===== src/rtl/gnb_pkg.sv =====
package gnb_pkg;

  typedef enum logic [1:0] {
    S_IDLE,
    S_FILL,
    S_RUN,
    S_DONE
  } gnb_state_e;

  // b^e mod p for small constant arguments
  function automatic int pow_mod(input int b, input int e, input int p);
    int r;
    r = 1;
    for (int i = 0; i < e; i++) r = (r * b) % p;
    return r;
  endfunction

  // multiplicative order of u modulo p
  function automatic int order_mod(input int u, input int p);
    int r;
    r = u % p;
    for (int k = 1; k < p; k++) begin
      if (r == 1) return k;
      r = (r * u) % p;
    end
    return p;
  endfunction

  // smallest residue whose order is exactly t
  function automatic int unit_of_order(input int t, input int p);
    for (int c = 1; c < p; c++)
      if (order_mod(c, p) == t) return c;
    return 1;
  endfunction

  // normal-basis coordinate that owns redundant position k
  function automatic int class_of(input int k, input int m, input int t, input int p);
    int u;
    u = unit_of_order(t, p);
    for (int i = 0; i < m; i++)
      for (int j = 0; j < t; j++)
        if ((pow_mod(2, i, p) * pow_mod(u, j, p)) % p == k) return i;
    return 0;
  endfunction

endpackage


===== src/rtl/gnb_expand.sv =====
module gnb_expand #(
  parameter int M = 4,
  parameter int T = 1
) (
  input  logic [M-1:0]   nb,
  output logic [M*T:0]   ex
);
  import gnb_pkg::*;
  localparam int P = M * T + 1;

  assign ex[0] = 1'b0;

  for (genvar k = 1; k < P; k++) begin : g_pos
    localparam int CLS = class_of(k, M, T, P);
    assign ex[k] = nb[CLS];
  end
endmodule


===== src/rtl/gnb_hankel_seg.sv =====
module gnb_hankel_seg #(
  parameter int D = 2
) (
  input  logic [2*D-2:0] win,
  input  logic [D-1:0]   digit,
  output logic [D-1:0]   seg
);
  // seg[j] = XOR over l of digit[l] & a[base + j - l]; win[e] holds a[base - D + 1 + e]
  always_comb begin
    for (int j = 0; j < D; j++) begin
      logic s;
      s = 1'b0;
      for (int l = 0; l < D; l++) s = s ^ (digit[l] & win[j - l + D - 1]);
      seg[j] = s;
    end
  end
endmodule


===== src/rtl/gnb_fold.sv =====
module gnb_fold #(
  parameter int XW = 8,
  parameter int P  = 5
) (
  input  logic [XW-1:0] wide,
  output logic [P-1:0]  folded
);
  always_comb begin
    folded = '0;
    for (int w = 0; w < XW; w++) folded[w % P] = folded[w % P] ^ wide[w];
  end
endmodule


===== src/rtl/gnb_digit_mult.sv =====
module gnb_digit_mult #(
  parameter int M = 4,
  parameter int T = 1,
  parameter int D = 2
) (
  input  logic         clk,
  input  logic         rst_n,
  input  logic         start,
  input  logic [M-1:0] a_in,
  input  logic [M-1:0] b_in,
  output logic         busy,
  output logic         done,
  output logic [M-1:0] product
);
  import gnb_pkg::*;

  localparam int P    = M * T + 1;
  localparam int N    = (P + D - 1) / D;
  localparam int XW   = (N + 1) * D;
  localparam int EW   = (N + 2) * D - 1;
  localparam int CMAX = (D > N + 1) ? D : N + 1;
  localparam int CW   = $clog2(CMAX + 1);
  localparam int DW   = $clog2(N + 1);
  localparam int LAT  = D + N * (N + 1);

  gnb_state_e      state;
  logic [CW-1:0]   cnt;
  logic [DW-1:0]   dig;
  logic [P-1:0]    a_ex, b_ex, a_rot, a_rot_next, b_hold, acc, acc_next, folded;
  logic [XW-1:0]   xreg, xnext;
  logic [EW-1:0]   ext;
  logic [N*D-1:0]  bpad;
  logic [2*D-2:0]  win;
  logic [D-1:0]    digit, seg;
  logic [M-1:0]    prod_q, prod_next;
  logic            accept, last_seg;

  gnb_expand #(.M(M), .T(T)) u_exp_a (.nb(a_in), .ex(a_ex));
  gnb_expand #(.M(M), .T(T)) u_exp_b (.nb(b_in), .ex(b_ex));

  assign accept   = start && (state == S_IDLE || state == S_DONE);
  assign last_seg = (state == S_RUN) && (cnt == CW'(N));

  // operand windows for the current segment and digit
  always_comb begin
    ext = '0;
    ext[D-1 +: P] = a_rot;
    bpad = '0;
    bpad[P-1:0] = b_hold;
    win   = ext[cnt * D +: 2 * D - 1];
    digit = bpad[dig * D +: D];
  end

  gnb_hankel_seg #(.D(D)) u_seg (.win(win), .digit(digit), .seg(seg));

  always_comb begin
    xnext = xreg;
    xnext[cnt * D +: D] = seg;
  end

  gnb_fold #(.XW(XW), .P(P)) u_fold (.wide(xnext), .folded(folded));

  assign acc_next = acc ^ folded;

  // multiply by gamma^D: cyclic rotation of the p-bit vector
  for (genvar k = 0; k < P; k++) begin : g_rot
    assign a_rot_next[(k + D) % P] = a_rot[k];
  end

  // back to normal basis, removing the constant term at position 0
  for (genvar i = 0; i < M; i++) begin : g_cmp
    localparam int POS = pow_mod(2, i, P);
    assign prod_next[i] = acc_next[POS] ^ acc_next[0];
  end

  always_ff @(posedge clk or negedge rst_n) begin
    if (!rst_n) begin
      state  <= S_IDLE;
      cnt    <= '0;
      dig    <= '0;
      a_rot  <= '0;
      b_hold <= '0;
      acc    <= '0;
      xreg   <= '0;
      prod_q <= '0;
    end else begin
      case (state)
        S_IDLE, S_DONE: begin
          if (accept) begin
            a_rot  <= a_ex;
            b_hold <= b_ex;
            acc    <= '0;
            cnt    <= '0;
            dig    <= '0;
            state  <= S_FILL;
          end else begin
            state <= S_IDLE;
          end
        end
        S_FILL: begin
          if (cnt == CW'(D - 1)) begin
            cnt   <= '0;
            state <= S_RUN;
          end else begin
            cnt <= cnt + 1'b1;
          end
        end
        S_RUN: begin
          xreg <= xnext;
          if (last_seg) begin
            acc   <= acc_next;
            a_rot <= a_rot_next;
            cnt   <= '0;
            if (dig == DW'(N - 1)) begin
              state  <= S_DONE;
              prod_q <= prod_next;
            end else begin
              dig <= dig + 1'b1;
            end
          end else begin
            cnt <= cnt + 1'b1;
          end
        end
        default: state <= S_IDLE;
      endcase
    end
  end

  assign busy    = (state == S_FILL) || (state == S_RUN);
  assign done    = (state == S_DONE);
  assign product = prod_q;

  // ---------------- assertions ----------------
  logic [31:0] watch;
  always_ff @(posedge clk or negedge rst_n) begin
    if (!rst_n)              watch <= '0;
    else if (start && !busy) watch <= '0;
    else if (busy)           watch <= watch + 1;
  end

  p_latency_r2: assert property (@(posedge clk) disable iff (!rst_n)
    done |-> (watch == 32'(LAT)));

  p_done_pulse_r3: assert property (@(posedge clk) disable iff (!rst_n)
    done |=> !done);

  p_busy_done_excl_r3: assert property (@(posedge clk) disable iff (!rst_n)
    !(busy && done));

  p_no_restart_r4: assert property (@(posedge clk) disable iff (!rst_n)
    busy |=> (busy || done));

  p_hold_r6: assert property (@(posedge clk) disable iff (!rst_n)
    (!busy && !start) |=> $stable(product));

  // every redundant position agrees with the coordinate that owns it
  for (genvar k = 1; k < P; k++) begin : g_chk
    localparam int CLS = class_of(k, M, T, P);
    p_class_r1: assert property (@(posedge clk) disable iff (!rst_n)
      done |-> ((acc[k] ^ acc[0]) == product[CLS]));
  end

endmodule


===== config.mk =====
export PLATFORM = sky130hd
export DESIGN_NAME = gnb_digit_mult
export DESIGN_NICKNAME = d
export VERILOG_FILES = /design/src/rtl/gnb_pkg.sv /design/src/rtl/gnb_expand.sv /design/src/rtl/gnb_hankel_seg.sv /design/src/rtl/gnb_fold.sv /design/src/rtl/gnb_digit_mult.sv
export SDC_FILE = /design/constraint.sdc
export NUM_CORES = 1
export LEC_CHECK = 0
export BUFFER_PORTS_ARGS = -buffer_cell sky130_fd_sc_hd__buf_2
export CORE_ASPECT_RATIO = 1.1
export CORE_MARGIN = 2
export CORE_UTILIZATION = 59
export CTS_CLUSTER_SIZE = 40
export DETAILED_ROUTE_END_ITERATION = 7
export PLACE_DENSITY = 0.79
export SETUP_SLACK_MARGIN = 0.1
export SLEW_MARGIN = 10
export SYNTH_ARGS = -nofsm -noshare
export SYNTH_HDL_FRONTEND = slang
export SYNTH_SLANG_ARGS = --single-unit

===== constraint.sdc =====
create_clock -name clk -period 3.55 [get_ports clk]
set_input_delay 0.5325 -clock clk [delete_from_list [all_inputs] [get_ports clk]]
set_output_delay 0.5325 -clock clk [all_outputs]
set_load 0.01 [all_outputs]

==> impl.org <==
** Clocking
- The clock drives 33 sinks.
- The clock reaches the later pin of the worst-skew pair after around 0.34 ns.
- Post-CTS repair changed the size of 0 cells.
- TritonCTS built the clock tree.
- CTS placed an instance of sky130_fd_sc_hd__clkbuf_4 at the clock tree root.
- The clock passes through at most 2 buffers.
- After clock tree synthesis, the setup repair step added 0 buffers.
- Clock slew at reported path FFs :: ~0.1 ns
- CTS hold repair buffers :: 0
- Total number of H-tree levels :: 2
- Num CTS Buffers :: 5

** Routing
- Average wire length per cell after detail routing :: roughly 16 um
- The final route contains 1496 vias.
- The detailed router finished its first iteration with 66 violations.
- Post-route antenna net violation count :: 0
- Metal1 wirelength :: roughly 1800 um
- Highest metal used :: met4
- Number of optimization iterations in the first detailed-route pass :: 4
- Routed length on met2 :: roughly 1800 um
- Post-route DRC :: 0
- After detailed routing, the number of vias per cell comes to just under 6.
- After detailed routing, the total wire length is roughly 3900 um.
- Routed wire length on met3 :: roughly 170 um

** Placement
- Number of buffers added on ports :: 16
- Post-DP HPWL :: 2960 um
- In this run the cell area measured after placement is ~2000 um2.
- Routability-driven placement finished with a final weighted congestion of around 0.85.
- Timing analysis after detailed placement gives a worst setup slack of 0.410 ns.

** Timing
- After routing, the total negative slack on setup checks comes to 0 ns.
- PnR worst setup slack :: 0.413 ns
- RSZ-0062 raised after global routing :: false
- Final count of pins violating max slew :: 0
- The clock arrives with approximately 0.0083 ns of skew.
- Counting I/O delays and the setup requirement, the final critical path takes about 3.1 ns.
- Final Hold Violating Endpoints :: 0
- Hold_ws :: roughly 0.24 ns
- The worst path uses roughly nine tenths of the clock period.
- Worst-margin pin slew :: about 0.73 ns
- Setup violations remaining at the end of the flow were counted as 0.
- Headroom to the max-slew limit :: about half
- Fmax achieved :: 0.319 GHz

** Global routing
- The first global-routing pass estimated a little over 7000 um of wire.
- Number of global-route vias before repair :: 1588
- Global routing finished with a remaining overflow of 0.
- The number of antenna violations at the first check in global routing is 0.
- Global routing used around 25% of the available tracks across all layers.
- Entering global routing, the biggest net connects 34 pins.

** Cells and area
- The number of antenna diodes in the final layout is 0.
- Filler instances :: 249
- The area growth from synthesis to layout is 8.19%.
- Summed area of non-filler cells in the final layout :: 2100 um2
- Layout cell share with drive strength beyond 1 :: between 15 and 20%
- Nets :: about 240

** Power
- Power spread over the standard cell area amounts to roughly 840 nW/um2.
- Maximum vdd drop :: between 0.0005 and 0.0006 V
- Cell internal power was estimated by the tool at ~1000 uW.
- Of the total power, combinational logic draws ~54%.
- Sequential cells burn 33.7% of the power.
- Static power due to leakage :: 0.000993 uW
- The analysis attributes to net switching a power of ~760 uW.
- Part of the power in the clock network :: about 12%
- Of the total power, the share spent switching nets is 43.4%.

** Die
- The die covers 3760 um2.
- Floorplan row count :: 21
- The region available for standard cell placement spans roughly 3100 um2.
- Number of ports placed on the die boundary :: 17
- The die is ~64 um tall.
- Chip width :: roughly 59 um
- The initial utilization of the core area, before any placement, comes to 62.6%.

** Synthesis
- In the synthesized netlist, the cells that appear most often are sky130_fd_sc_hd__nand2_1 (37), sky130_fd_sc_hd__dfrtp_1 (33), sky130_fd_sc_hd__o21ai_0 (19).
- Area fraction of the dominant cell type after synthesis :: between 40 and 50%
- Average cell area after synthesis :: between 9 and 10 um2
- Of all cell types, the one taking the most synthesized area is sky130_fd_sc_hd__dfrtp_1.
- The netlist uses 42 different library cells.
- Part of the Yosys area used for sequential elements :: 42.6%
- Area contributors post-synth :: sky130_fd_sc_hd__dfrtp_1 (43%), sky130_fd_sc_hd__nand2_1 (7.2%), sky130_fd_sc_hd__mux2_2 (6.4%)
- The synthesized netlist occupies a cell area of approximately 1900 um2.
- Counting every instance in the synthesized netlist gives between 150 and 200.
- The most common cell in the synthesized netlist is sky130_fd_sc_hd__nand2_1.
- During synthesis, Yosys emitted a total of 0 warnings.
- Number of synthesized register bits :: 33
- Counting flops with an async set or reset pin after synthesis yields a share of 100%.
- The number of nets in the synthesized netlist is approximately 220.
- The synthesized design contains 0 enable-type register cells.
- Ys flop type :: sky130_fd_sc_hd__dfrtp_1

** Setup path
- Highest net fanout along the worst path :: 13
- Data arrives at the worst endpoint at about 3.4 ns.
- Required time at the worst-slack endpoint :: around 3.8 ns
- Critical path capture point type :: flip-flop
- The worst register-to-register path has a depth of 10.
- The worst setup path is launched from a flip-flop.
- Type of the setup path with the least slack :: reg -> reg

** Flow run
- Max_cap viols :: 0

** Min path
- Min-Delay Path Class :: in -> async

** Run status
- Status :: finished, final reports clean
-- area by class of cell --
class                      instances  area [um2]  area share [%]
multi-input combinational        148        1040            49.5
inverter                          11        41.3            1.97
tap                               34        42.5            2.03
sequential                        33         826            39.3
timing repair buffer              18        95.1            4.53
clock buffer                       7        55.1            2.62
-- per-stage QoR --
step / power [uW] / cells / util (%)
floorplan: 1340 / 198 / -
global placement: 1480 / 244 / 65.9
detailed placement: 1550 / 244 / 65.9
CTS: 1770 / 251 / 67.7
global route: 1910 / 251 / 67.7
finish: 1760 / 251 / 67.7
-- path summary, 6_finish.rpt --
kind	start	to	slack, ns
setup / recovery	cnt[0]	product[0]	0.41
hold / removal	rst_n	xreg[4]	0.24
setup reg to reg	cnt[0]	product[0]	0.41
hold reg to reg	product[3]	product[3]	0.49
max in group asynchronous	rst_n	cnt[0]	2.85
min in group clk	b_in[1]	b_hold[2]	0.42
-- power by group through the flow --
stage | combinational, uW | clock (uW) | sequential, uW
5_1_grt | 1060 | 234 | 610
4_1_cts | 953 | 221 | 593
3_5_place_dp | 947 | 0 | 599
6_report | 948 | 217 | 593
2_1_floorplan | 772 | 0 | 564
3_3_place_gp | 890 | 0 | 591
-- kinds of logic after synthesis --
family | count (synthesis) | synth area share [%]
xor+xnor | 11 | 6.83
fa+ha+maj | 9 | 5.80
compound gates | 41 | 13.7
simple gates | 69 | 17.2
mux | 18 | 9.99
buf+inv | 17 | 3.87
flops | 33 | 42.6
-- metal layers --
metal / track usage (%) / vias up
met2: 40.2 / 40
met4: 13.6 / 0
met5: 0 / -
met1: 30.5 / 713
li1: - / 730
met3: 5.06 / 13
-- cells in the final DEF (no fill, tap or decap), drive strengths merged --
cell type	synthesis	routed
xor3	1	1
nor4	1	1
ha	9	9
xnor3	1	1
a31oi	5	5
mux2	11	11
nor2	12	12
a21boi	1	1
a2111oi	1	1
a41oi	2	2
mux2i	7	7
a21oi	3	3
dfrtp	33	33
o21ai	22	22
o22ai	1	1
inv	11	11
and3b	2	2
xor2	3	3
o2bb2ai	1	1
o41ai	1	1
clkbuf	3	7
o211a	1	1
nand3	1	1
o311ai	1	1
nor3	2	2
and4	1	1
nand3b	4	4
a2bb2oi	1	1
or3	1	1
xnor2	6	6
nor3b	2	2
buf	3	18
a2111o	1	1
nor2b	2	2
nor4b	2	2
nand2b	2	2
nand2	37	37
-- worst max-delay path, stage by stage, from the launching register on --
cell and delay [ns]:
sky130_fd_sc_hd__dfrtp_1 0.62, sky130_fd_sc_hd__inv_1 0.16, sky130_fd_sc_hd__ha_1 0.24, sky130_fd_sc_hd__ha_1 0.31
sky130_fd_sc_hd__nor2_1 0.08, sky130_fd_sc_hd__and4_1 0.34, sky130_fd_sc_hd__nor4b_1 0.33, sky130_fd_sc_hd__nor4_2 0.10
sky130_fd_sc_hd__xnor2_2 0.36, sky130_fd_sc_hd__xor3_1 0.41, sky130_fd_sc_hd__o21ai_1 0.13
-- flip-flops by register name (all words and copies together) (netlist names) --
register	count
acc	5
a_rot	5
b_hold	4
product	4
state	2
cnt	3
xreg	8
dig	2
Note: power is estimated with default switching activity, not from simulation.
